[src/rtl/seg_cam_pkg.sv]
package seg_cam_pkg;
  localparam int unsigned DEF_WORD_W = 16;
  localparam int unsigned DEF_SEG_W  = 4;
  localparam int unsigned DEF_DEPTH  = 16;
endpackage

[src/rtl/seg_cam_store.sv]
module seg_cam_store #(
  parameter int unsigned WORD_W = 16,
  parameter int unsigned SEG_W  = 4,
  parameter int unsigned DEPTH  = 16,
  localparam int unsigned AW    = $clog2(DEPTH),
  localparam int unsigned HI_W  = WORD_W - SEG_W
) (
  input  logic                        clk_i,
  input  logic                        rst_ni,
  input  logic                        wr_en_i,
  input  logic [AW-1:0]               wr_addr_i,
  input  logic [WORD_W-1:0]           wr_data_i,
  output logic [DEPTH-1:0]            valid_o,
  output logic [DEPTH-1:0][SEG_W-1:0] lo_o,
  output logic [DEPTH-1:0][HI_W-1:0]  hi_o
);
  for (genvar i = 0; i < DEPTH; i++) begin : g_entry
    always_ff @(posedge clk_i or negedge rst_ni) begin
      if (!rst_ni) begin
        valid_o[i] <= 1'b0;
        lo_o[i]    <= '0;
        hi_o[i]    <= '0;
      end else if (wr_en_i && wr_addr_i == AW'(i)) begin
        valid_o[i] <= 1'b1;
        lo_o[i]    <= wr_data_i[SEG_W-1:0];
        hi_o[i]    <= wr_data_i[WORD_W-1:SEG_W];
      end
    end
  end
endmodule

[src/rtl/seg_cam_stage1.sv]
module seg_cam_stage1 #(
  parameter int unsigned WORD_W = 16,
  parameter int unsigned SEG_W  = 4,
  parameter int unsigned DEPTH  = 16,
  localparam int unsigned HI_W  = WORD_W - SEG_W
) (
  input  logic                        clk_i,
  input  logic                        rst_ni,
  input  logic                        go_i,
  input  logic [WORD_W-1:0]           key_i,
  input  logic [DEPTH-1:0]            valid_i,
  input  logic [DEPTH-1:0][SEG_W-1:0] lo_i,
  output logic                        s1_valid_o,
  output logic [DEPTH-1:0]            s1_hit_o,
  output logic [HI_W-1:0]             s1_key_hi_o
);
  logic [DEPTH-1:0] lo_eq;

  for (genvar i = 0; i < DEPTH; i++) begin : g_cmp
    assign lo_eq[i] = valid_i[i] && (lo_i[i] == key_i[SEG_W-1:0]);
  end

  always_ff @(posedge clk_i or negedge rst_ni) begin
    if (!rst_ni) begin
      s1_valid_o  <= 1'b0;
      s1_hit_o    <= '0;
      s1_key_hi_o <= '0;
    end else begin
      s1_valid_o <= go_i;
      s1_hit_o   <= go_i ? lo_eq : '0;
      if (go_i) s1_key_hi_o <= key_i[WORD_W-1:SEG_W];
    end
  end


  empty_no_hit_chk: assert property (@(posedge clk_i) disable iff (!rst_ni)
    (s1_hit_o & ~$past(valid_i)) == '0);
endmodule

[src/rtl/seg_cam_stage2.sv]
module seg_cam_stage2 #(
  parameter int unsigned WORD_W = 16,
  parameter int unsigned SEG_W  = 4,
  parameter int unsigned DEPTH  = 16,
  localparam int unsigned HI_W  = WORD_W - SEG_W
) (
  input  logic                       clk_i,
  input  logic                       rst_ni,
  input  logic                       s1_valid_i,
  input  logic [DEPTH-1:0]           s1_hit_i,
  input  logic [HI_W-1:0]            s1_key_hi_i,
  input  logic [DEPTH-1:0][HI_W-1:0] hi_i,
  output logic                       s2_valid_o,
  output logic [DEPTH-1:0]           s2_match_o
);
  logic [DEPTH-1:0] full_eq;

  // only entries enabled by the first stage evaluate the wide segment
  for (genvar i = 0; i < DEPTH; i++) begin : g_cmp
    assign full_eq[i] = s1_hit_i[i] ? (hi_i[i] == s1_key_hi_i) : 1'b0;
  end

  always_ff @(posedge clk_i or negedge rst_ni) begin
    if (!rst_ni) begin
      s2_valid_o <= 1'b0;
      s2_match_o <= '0;
    end else begin
      s2_valid_o <= s1_valid_i;
      s2_match_o <= s1_valid_i ? full_eq : '0;
    end
  end


  gated_match_chk: assert property (@(posedge clk_i) disable iff (!rst_ni)
    (s2_match_o & ~$past(s1_hit_i)) == '0);
endmodule

[src/rtl/seg_cam_prio_enc.sv]
module seg_cam_prio_enc #(
  parameter int unsigned DEPTH = 16,
  localparam int unsigned AW   = $clog2(DEPTH)
) (
  input  logic [DEPTH-1:0] match_i,
  output logic             hit_o,
  output logic [AW-1:0]    idx_o
);
  always_comb begin
    hit_o = 1'b0;
    idx_o = '0;
    for (int i = DEPTH - 1; i >= 0; i--) begin
      if (match_i[i]) begin
        hit_o = 1'b1;
        idx_o = AW'(i);
      end
    end
  end
endmodule

[src/rtl/seg_cam_top.sv]
module seg_cam_top
  import seg_cam_pkg::*;
#(
  parameter int unsigned WORD_W = DEF_WORD_W,
  parameter int unsigned SEG_W  = DEF_SEG_W,
  parameter int unsigned DEPTH  = DEF_DEPTH,
  localparam int unsigned AW    = $clog2(DEPTH),
  localparam int unsigned HI_W  = WORD_W - SEG_W
) (
  input  logic              clk_i,
  input  logic              rst_ni,
  input  logic              wr_en_i,
  input  logic [AW-1:0]     wr_addr_i,
  input  logic [WORD_W-1:0] wr_data_i,
  input  logic              search_valid_i,
  input  logic [WORD_W-1:0] search_word_i,
  output logic              done_o,
  output logic              hit_o,
  output logic [AW-1:0]     match_addr_o
);
  logic                        go;
  logic [DEPTH-1:0]            valid;
  logic [DEPTH-1:0][SEG_W-1:0] lo;
  logic [DEPTH-1:0][HI_W-1:0]  hi;
  logic                        s1_valid;
  logic [DEPTH-1:0]            s1_hit;
  logic [HI_W-1:0]             s1_key_hi;
  logic [DEPTH-1:0]            s2_match;

  // write owns the cycle
  assign go = search_valid_i && !wr_en_i;

  seg_cam_store #(.WORD_W(WORD_W), .SEG_W(SEG_W), .DEPTH(DEPTH)) i_store (
    .clk_i, .rst_ni, .wr_en_i, .wr_addr_i, .wr_data_i,
    .valid_o(valid), .lo_o(lo), .hi_o(hi)
  );

  seg_cam_stage1 #(.WORD_W(WORD_W), .SEG_W(SEG_W), .DEPTH(DEPTH)) i_stage1 (
    .clk_i, .rst_ni, .go_i(go), .key_i(search_word_i), .valid_i(valid), .lo_i(lo),
    .s1_valid_o(s1_valid), .s1_hit_o(s1_hit), .s1_key_hi_o(s1_key_hi)
  );

  seg_cam_stage2 #(.WORD_W(WORD_W), .SEG_W(SEG_W), .DEPTH(DEPTH)) i_stage2 (
    .clk_i, .rst_ni, .s1_valid_i(s1_valid), .s1_hit_i(s1_hit), .s1_key_hi_i(s1_key_hi),
    .hi_i(hi), .s2_valid_o(done_o), .s2_match_o(s2_match)
  );

  seg_cam_prio_enc #(.DEPTH(DEPTH)) i_enc (
    .match_i(s2_match), .hit_o(hit_o), .idx_o(match_addr_o)
  );


  write_blocks_search_chk: assert property (@(posedge clk_i) disable iff (!rst_ni)
    wr_en_i |=> !s1_valid);

  done_follows_chk: assert property (@(posedge clk_i) disable iff (!rst_ni)
    s1_valid |=> done_o);

  no_spurious_done_chk: assert property (@(posedge clk_i) disable iff (!rst_ni)
    !s1_valid |=> !done_o);

  lowest_index_chk: assert property (@(posedge clk_i) disable iff (!rst_ni)
    hit_o |-> s2_match[match_addr_o] &&
              ((s2_match & ((DEPTH'(1) << match_addr_o) - DEPTH'(1))) == '0));

  quiet_when_idle_chk: assert property (@(posedge clk_i) disable iff (!rst_ni)
    !done_o |-> !hit_o && match_addr_o == '0);
endmodule

[config.mk]
export PLATFORM = sky130hd
export DESIGN_NAME = seg_cam_top
export DESIGN_NICKNAME = d
export VERILOG_FILES = /design/src/rtl/seg_cam_pkg.sv /design/src/rtl/seg_cam_store.sv /design/src/rtl/seg_cam_stage1.sv /design/src/rtl/seg_cam_stage2.sv /design/src/rtl/seg_cam_prio_enc.sv /design/src/rtl/seg_cam_top.sv
export SDC_FILE = /design/constraint.sdc
export NUM_CORES = 1
export LEC_CHECK = 0
export ABC_AREA = 1
export BUFFER_PORTS_ARGS = -buffer_cell sky130_fd_sc_hd__buf_2
export CORE_MARGIN = 1.5
export CORE_UTILIZATION = 35
export CTS_BUF_LIST = sky130_fd_sc_hd__clkbuf_8 sky130_fd_sc_hd__clkbuf_16
export CTS_CLUSTER_SIZE = 14
export DETAILED_ROUTE_END_ITERATION = 10
export GPL_TIMING_DRIVEN = 1
export MAX_ROUTING_LAYER = met4
export SLEW_MARGIN = 20
export SYNTH_ARGS = -nofsm -noshare
export SYNTH_HDL_FRONTEND = slang
export SYNTH_HIERARCHICAL = 1
export SYNTH_SLANG_ARGS = --single-unit
[constraint.sdc]
create_clock -name clk_i -period 2.65 [get_ports clk_i]
set_input_delay 0.3975 -clock clk_i [delete_from_list [all_inputs] [get_ports clk_i]]
set_output_delay 0.3975 -clock clk_i [all_outputs]
set_load 0.02 [all_outputs]
==> results of run 1 <==
## through the flow
step                      total power, uW  hold slack [ps]
after floorplan                      8670              102
after global placement               9510              371
after detailed placement             9610              371
after CTS                           14800             56.0
after global routing                15600             78.6
final                               14700             62.9
## final timing paths
kind / from / endpoint / slack, ps / depth (start not counted)
setup reg to reg: i_stage1/s1_key_hi_o[2]$_DFFE_PN0P_ / i_stage2/s2_match_o[15]$_DFF_PN0_ / 740 / 8
setup / recovery: i_stage2/s2_match_o[14]$_DFF_PN0_ / match_addr_o[0] / 360 / 16
min in group asynchronous: rst_ni / i_store/hi_o[164]$_DFFE_PN0P_ / 420 / 2
hold / removal: search_word_i[7] / i_stage1/s1_key_hi_o[3]$_DFFE_PN0P_ / 60 / 3
max in group asynchronous: rst_ni / i_stage1/s1_hit_o[5]$_DFF_PN0_ / 1390 / 3
hold reg to reg: i_store/valid_o[4]$_DFFE_PN0P_ / i_store/valid_o[4]$_DFFE_PN0P_ / 470 / 2
## per-layer routing
| layer | vias to the layer above | share of wire, % | track usage, % | wire length, um |
|---|---|---|---|---|
| li1 | 7392 | - | - | - |
| met1 | 7176 | 44 | 30.7 | 24600 |
| met2 | 529 | 45 | 35.8 | 25000 |
| met3 | 109 | 7.2 | 3.53 | 3960 |
| met4 | 0 | 3.2 | 7.75 | 1790 |
| met5 | - | 0 | - | 0 |
## layout make-up
| class | count | share of cell area, % |
|---|---|---|
| Antenna cell | 1 | 0.0129 |
| Inverter | 277 | 5.41 |
| Sequential cell | 318 | 41.1 |
| Multi-Input combinational cell | 1713 | 39.2 |
| Timing Repair Buffer | 98 | 3.69 |
| Clock inverter | 15 | 0.498 |
| Clock buffer | 50 | 5.82 |
| Tap cell | 664 | 4.29 |
## kinds of logic (layout without fill, tap and decap cells)
| kind of cell | Yosys count | in the layout |
|---|---|---|
| xor+xnor | 62 | 62 |
| buf+inv | 419 | 440 |
| simple gates | 1512 | 1512 |
| other cells | 0 | 1 |
| flops | 318 | 318 |
| compound gates | 139 | 139 |
## cells in the mapped netlist
cell | n | area share [%]
sky130_fd_sc_hd__buf_12 | 1 | 0.12
sky130_fd_sc_hd__a21oi_2 | 4 | 0.20
sky130_fd_sc_hd__inv_1 | 260 | 5.6
sky130_fd_sc_hd__xor2_1 | 31 | 1.6
sky130_fd_sc_hd__xnor2_1 | 31 | 1.6
sky130_fd_sc_hd__inv_2 | 15 | 0.33
sky130_fd_sc_hd__nand3_1 | 39 | 1.1
sky130_fd_sc_hd__clkbuf_1 | 53 | 1.1
sky130_fd_sc_hd__or2_0 | 4 | 0.14
sky130_fd_sc_hd__nand4_1 | 105 | 3.8
sky130_fd_sc_hd__or2_2 | 6 | 0.22
sky130_fd_sc_hd__buf_2 | 49 | 1.4
sky130_fd_sc_hd__buf_6 | 10 | 0.65
sky130_fd_sc_hd__nor3_1 | 3 | 0.087
sky130_fd_sc_hd__nand3_2 | 7 | 0.40
sky130_fd_sc_hd__nor2_4 | 1 | 0.065
sky130_fd_sc_hd__o21ai_0 | 49 | 1.4
sky130_fd_sc_hd__nor2_2 | 13 | 0.47
sky130_fd_sc_hd__nand2_1 | 1108 | 24
sky130_fd_sc_hd__buf_4 | 16 | 0.69
sky130_fd_sc_hd__nor2_1 | 210 | 4.6
sky130_fd_sc_hd__o21bai_1 | 68 | 2.9
sky130_fd_sc_hd__buf_1 | 13 | 0.28
sky130_fd_sc_hd__nor4_1 | 1 | 0.036
sky130_fd_sc_hd__or2_1 | 1 | 0.036
sky130_fd_sc_hd__dfrtp_1 | 318 | 46
sky130_fd_sc_hd__nand2_2 | 14 | 0.51
sky130_fd_sc_hd__o21ai_1 | 6 | 0.17
sky130_fd_sc_hd__a21oi_1 | 12 | 0.35
sky130_fd_sc_hd__inv_6 | 1 | 0.051
sky130_fd_sc_hd__inv_4 | 1 | 0.036
## timing repair
action / 4_1_cts / 5_1_grt
setup buffers: 0 / 0
hold buffers: 1 / 0
setup endpoints to repair: 0 / 0
endpoints found under the hold margin: 52 / 0
## state kept, by name (all words and copies together), names as in the netlist
signal	cells
i_store/hi_o	192
i_stage1/s1_key_hi_o	12
i_stage2/s2_match_o	16
i_store/lo_o	64
i_stage2/s2_valid_o	1
i_stage1/s1_valid_o	1
i_stage1/s1_hit_o	16
i_store/valid_o	16
## power groups by stage
| stage | sequential (uW) | clock (uW) | combinational (uW) |
|---|---|---|---|
| after global placement | 6440 | 0 | 3070 |
| after floorplan | 6310 | 0 | 2360 |
| after CTS | 6400 | 5210 | 3160 |
| after detailed placement | 6470 | 0 | 3140 |
| after global routing | 6530 | 5410 | 3630 |
| final | 6410 | 5110 | 3170 |
## worst reg2reg max path, stage by stage (launching register included)
cell and delay, ps:
sky130_fd_sc_hd__dfrtp_1 620, sky130_fd_sc_hd__inv_2 370, sky130_fd_sc_hd__nand2_1 150, sky130_fd_sc_hd__nand2_1 60
sky130_fd_sc_hd__inv_1 50, sky130_fd_sc_hd__nand2_1 40, sky130_fd_sc_hd__nor2_1 70, sky130_fd_sc_hd__nand2_1 70
sky130_fd_sc_hd__nor2_1 330
==> parameters.txt, run 1 <==
Parameter                              Value

Run status
  Outcome    completed

Logic synthesis
  Adder-cell area share of the yosys netlist    0%
  Synthesized-area fraction occupied by and/or/nand/nor cells    35.5%
  Number of distinct library cell variants in the gate-level netlist after synthesis    31
  Post-synthesis instance area    0.0173 mm^2
  Gate Count Post-Synth    2450
  Seq/Total Area, Yosys    46.0%
  Dominant combinational cell family by area after synthesis    simple AND/OR/NAND/NOR gates
  Number of storage elements in the synthesis netlist    318
  Fraction of the mapped netlist area in compound gates    5.09%
  Warnings, synthesis    6
  Synth Area in XOR/XNOR    3.14%
  Synth Net Count    2490
  Average instance area after synthesis    7.07 um^2
  Portion of netlist area occupied by mux cells    0%

Critical path
  Critical-path cell list    inv_1, nand2_1, nand2_1, nand2_1, nand2_1, nand2_1, nand2_1, nand2_1, nand2_1, nand2_1, nand2_1, nand2_1, nand2_1, nand2_1, a21oi_2, buf_2
  Worst path top cell family by delay    simple AND/OR/NAND/NOR gates
  Startpoint type of the worst setup path    flip-flop
  Critical path data required time    2250 ps
  Worst-path maximum fanout    2
  Most used cell, CP    sky130_fd_sc_hd__nand2_1
  Worst path bufs/invs    2
  Worst setup EP type    output pin
  Critical-path top delay cell    sky130_fd_sc_hd__dfrtp_1
  Data arrival time at the worst-slack endpoint    1900 ps
  Largest stage delay, worst path    370 ps
  Class of the most critical setup path    reg -> out

Timing
  Actual slew at the worst max-slew pin    845 ps
  Fin crit share    86.6%
  RSZ-0062 raised after global routing    false
  Post-route minimum period    2290 ps
  Final Skew    18.9 ps
  Worst setup margin    355 ps
  Final Hold Violating Endpoints    0
  Max Clk Rate    0.436 GHz
  Final number of setup-violating endpoints    0
  Setup TNS    0 ps
  Headroom to the max-slew limit    43.6%
  Number of max-slew violations in the final report    0

Power and ir drop
  Internal power    9990 uW
  Clock network fraction of design power    34.8%
  Gate power share    21.6%
  Pwr Density    759 mW/mm^2
  Flop pwr share    43.6%
  Leakage power    0.0104 uW
  Peak supply drop    0.000490 V
  Net switching power    4700 uW
  Fraction of power spent switching nets    32.0%

Layout
  Area Growth Syn to Fin    11.8%
  Cell Count, Final, Fillers Out    3136
  Most frequent standard cell in the layout excluding fill and tap cells    sky130_fd_sc_hd__nand2_1
  Area of all placed cells without fillers    0.0194 mm^2
  # fillers    5102
  Area of the multi-input gates    0.00758 mm^2
  End-of-flow core utilization    39.6%
  Layout cells sized above 1    8.86%
  Register Area    0.00796 mm^2
  Commonest cells after routing, fill and taps aside    sky130_fd_sc_hd__nand2_1 (1108), sky130_fd_sc_hd__dfrtp_1 (318), sky130_fd_sc_hd__inv_1 (269)
  Layout net count    2485

Placement
  DP Area    0.0181 mm^2
  Count of buffers from port buffering    45
  Detailed placement HPWL    33700 um
  Routability Congestion    0.839
  Setup slack after placement    538 ps
  Placed cells    3069

Die
  Die Span X    225 um
  Effective utilization at floorplan    35.4%
  Row count    81
  I/O pins    46
  Total Die Area    0.0508 mm^2
  Die span in y    225 um
  CORE AREA    0.0488 mm^2

Clock network
  Deepest level of the CTS H-tree    2
  Clock Root Buffer    sky130_fd_sc_hd__clkbuf_16
  Total CTS buffers    37
  Clock Sinks    318
  Count of cells resized by post-cts repair    0
  Worst-skew pair later-pin latency    530 ps
  Clock-pin transition on the worst setup and hold timing paths    60 ps
  Maximum number of buffers from clock root to sink    3
  CTS tree    done

Hold path
  Min-delay worst type    in -> reg

Run
  Max-cap violations    0

Global routing
  Total routing resource utilization after global routing    23.1%
  Largest net degree at the start of global routing    108
  Number of global-route vias before repair    14500
  Number of antenna violations at the first check in global routing    2
  Global-route wire length before repair    86000 um
  Grt total ovfl    0

Drt
  Router iterations before antenna repair    6
  DRC violations left    0
  Via density per instance    4.85
  1st-iter DRT viols    1236
  Via count    15200
  Total wire length    55400 um
  Number of nets with antenna violations after routing    0
  Routed length per placed instance    17.7 um
No activity file was read; power rests on OpenSTA's default activity.
==> inputs of run 2 (changes only) <==
==> constraint.sdc (replaced) <==
create_clock -name clk_i -period 2.65 [get_ports clk_i]
set_input_delay 0.3975 -clock clk_i [delete_from_list [all_inputs] [get_ports clk_i]]
set_output_delay 0.3975 -clock clk_i [all_outputs]
set_load 0.1 [all_outputs]
==> run 2 against run 1 <==
Fmax is 5.0% lower. Final cell count about the same. Clock skew fell by 6.8 ps. Final area decreased by 0.63%. Worst hold slack better by 20 ps. First-iteration DRC count grew 9.7%. Sequential share of layout area increased by 0.26 points. Total power is 3.2% lower. Via count up 0.12%. Combinational power about the same. Register-to-register slack worse by 130 ps. Critical endpoint unchanged.
==> parameters.txt, run 2 (synthesized netlist as in run 1, its figures left out) <==
Parameter                              Value

Drt
  Total wire length    54800 um
  Number of nets with antenna violations after routing    0
  Routed length per placed instance    17.5 um
  Via density per instance    4.86
  Via count    15200
  1st-iter DRT viols    1356
  DRC violations left    0
  Router iterations before antenna repair    5

Layout
  Antenna Diode Count    0
  Area Growth Syn to Fin    11.1%
  Largest registers    i_store/hi_o: 192 flops, i_store/lo_o: 64 flops
  Most frequent standard cell in the layout excluding fill and tap cells    sky130_fd_sc_hd__nand2_1
  Layout cells sized above 1    8.67%
  Biggest register    i_store/hi_o
  Number of flip-flops under the largest register name    192
  Layout net count    2490
  Commonest cells after routing, fill and taps aside    sky130_fd_sc_hd__nand2_1 (1108), sky130_fd_sc_hd__dfrtp_1 (318), sky130_fd_sc_hd__inv_1 (272)
  # fillers    5130

Power and ir drop
  Internal power    9580 uW
  Pwr Density    739 mW/mm^2
  Clock network fraction of design power    32.6%
  Net switching power    4630 uW
  Flop pwr share    45.2%
  Peak supply drop    0.000350 V
  Gate power share    22.3%
  Leakage power    0.0104 uW
  Fraction of power spent switching nets    32.6%

Clock network
  Total CTS buffers    37
  Clock-pin transition on the worst setup and hold timing paths    60 ps
  Worst-skew pair later-pin latency    530 ps
  Number of setup buffers added after CTS    0
  Deepest level of the CTS H-tree    2
  Clock Root Buffer    sky130_fd_sc_hd__clkbuf_16
  Clock Sinks    318
  Maximum number of buffers from clock root to sink    3
  CTS tree    done

Timing
  Actual slew at the worst max-slew pin    845 ps
  Worst setup margin    234 ps
  Max Clk Rate    0.414 GHz
  Final number of setup-violating endpoints    0
  Final Hold Violating Endpoints    0
  Headroom to the max-slew limit    43.6%
  Number of max-slew violations in the final report    0
  RSZ-0062 raised after global routing    false
  Final Skew    12.1 ps
  Fin crit share    91.2%
  Setup TNS    0 ps
  Post-route minimum period    2420 ps

Global routing
  Number of global-route vias before repair    14600
  Largest net degree at the start of global routing    85
  Grt total ovfl    0
  Global-route wire length before repair    85700 um
  Total routing resource utilization after global routing    22.8%
  Number of antenna violations at the first check in global routing    0

Critical path
  Worst setup EP type    output pin
  Worst-path maximum fanout    2
  Data arrival time at the worst-slack endpoint    2020 ps
  Critical path data required time    2250 ps
  Startpoint type of the worst setup path    flip-flop
  Class of the most critical setup path    reg -> out

Die
  Effective utilization at floorplan    35.4%
  I/O pins    46
  CORE AREA    0.0488 mm^2
  Die Span X    225 um
  Die span in y    225 um
  Total Die Area    0.0508 mm^2
  Row count    81

Placement
  Detailed placement HPWL    34200 um
  Setup slack after placement    674 ps
  Routability Congestion    0.854
  Count of buffers from port buffering    45

Run status
  Outcome    completed

Hold path
  Min-delay worst type    in -> reg

Run
  Max-cap violations    0
run 2: cell types whose count changed in the layout (fill, tap and decap cells not counted), sizes merged:
cell | before | now
bufinv | 1 | 0
clkbuf | 50 | 43
inv | 287 | 289
buf | 97 | 101
diode | 1 | 0
run 2: metal layers:
metal | vias to the layer above | share of wire [%] | track usage (%)
met5 | - | 0 | -
met4 | 0 | 3.4 | 7.97
met3 | 116 | 6.8 | 2.96
met2 | 526 | 45 | 34.7
met1 | 7185 | 45 | 31.1
li1 | 7398 | - | -
run 2: critical path, cell delays in order, from the launching register on:
cell	delay, ps
sky130_fd_sc_hd__dfrtp_1	380
sky130_fd_sc_hd__inv_1	50
sky130_fd_sc_hd__nand2_1	40
sky130_fd_sc_hd__nand2_1	50
sky130_fd_sc_hd__nand2_1	50
sky130_fd_sc_hd__nand2_1	50
sky130_fd_sc_hd__nand2_1	50
sky130_fd_sc_hd__nand2_1	50
sky130_fd_sc_hd__nand2_1	50
sky130_fd_sc_hd__nand2_1	60
sky130_fd_sc_hd__nand2_1	50
sky130_fd_sc_hd__nand2_1	50
sky130_fd_sc_hd__nand2_1	40
sky130_fd_sc_hd__nand2_1	50
sky130_fd_sc_hd__nand2_1	50
sky130_fd_sc_hd__a21oi_2	100
sky130_fd_sc_hd__clkbuf_4	330
run 2: through the flow:
stage               instance area (um^2)  util [%]  hold slack [ps]  total power [uW]  instances
floorplan                          17300         -              102              8670       2450
global placement                   18200      37.2              365              9510       3074
detailed placement                 18200      37.2              362              9620       3074
CTS                                19200      39.4             68.9             14300       3133
global route                       19200      39.4             87.2             15100       3133
finish                             19200      39.4             82.5             14200       3133
run 2: layout make-up:
class	instances	area, um^2	area share (%)
clock buffer	42	995	5.17
clock inverter	16	65.1	0.338
inverter	277	1050	5.45
multi-input combinational	1713	7580	39.4
sequential	318	7960	41.4
tap	664	831	4.32
timing repair buffer	103	753	3.92
run 2: timing repair:
action                                 CTS  global route
hold buffers                             1             0
resized for setup                        0             1
setup endpoints to repair                0             1
endpoints found under the hold margin   48             0
run 2: worst paths after layout:
kind,from,slack (ps),to,cells after the start
max in group asynchronous,rst_ni,1410,i_store/lo_o[3]$_DFFE_PN0P_,3
max,i_stage2/s2_match_o[14]$_DFF_PN0_,230,match_addr_o[0],16
min,search_word_i[14],80,i_stage1/s1_key_hi_o[10]$_DFFE_PN0P_,3
min in group asynchronous,rst_ni,400,i_store/hi_o[162]$_DFFE_PN0P_,2
max reg2reg,i_stage1/s1_key_hi_o[10]$_DFFE_PN0P_,610,i_stage2/s2_match_o[9]$_DFF_PN0_,8
min reg2reg,i_store/valid_o[2]$_DFFE_PN0P_,460,i_store/valid_o[2]$_DFFE_PN0P_,2
run 2: power groups by stage:
stage               logic, uW  clock network (uW)  registers (uW)
detailed placement       3140                   0            6480
finish                   3170                4630            6420
CTS                      3160                4730            6410
global placement         3060                   0            6450
global route             3630                4920            6540
floorplan                2360                   0            6320
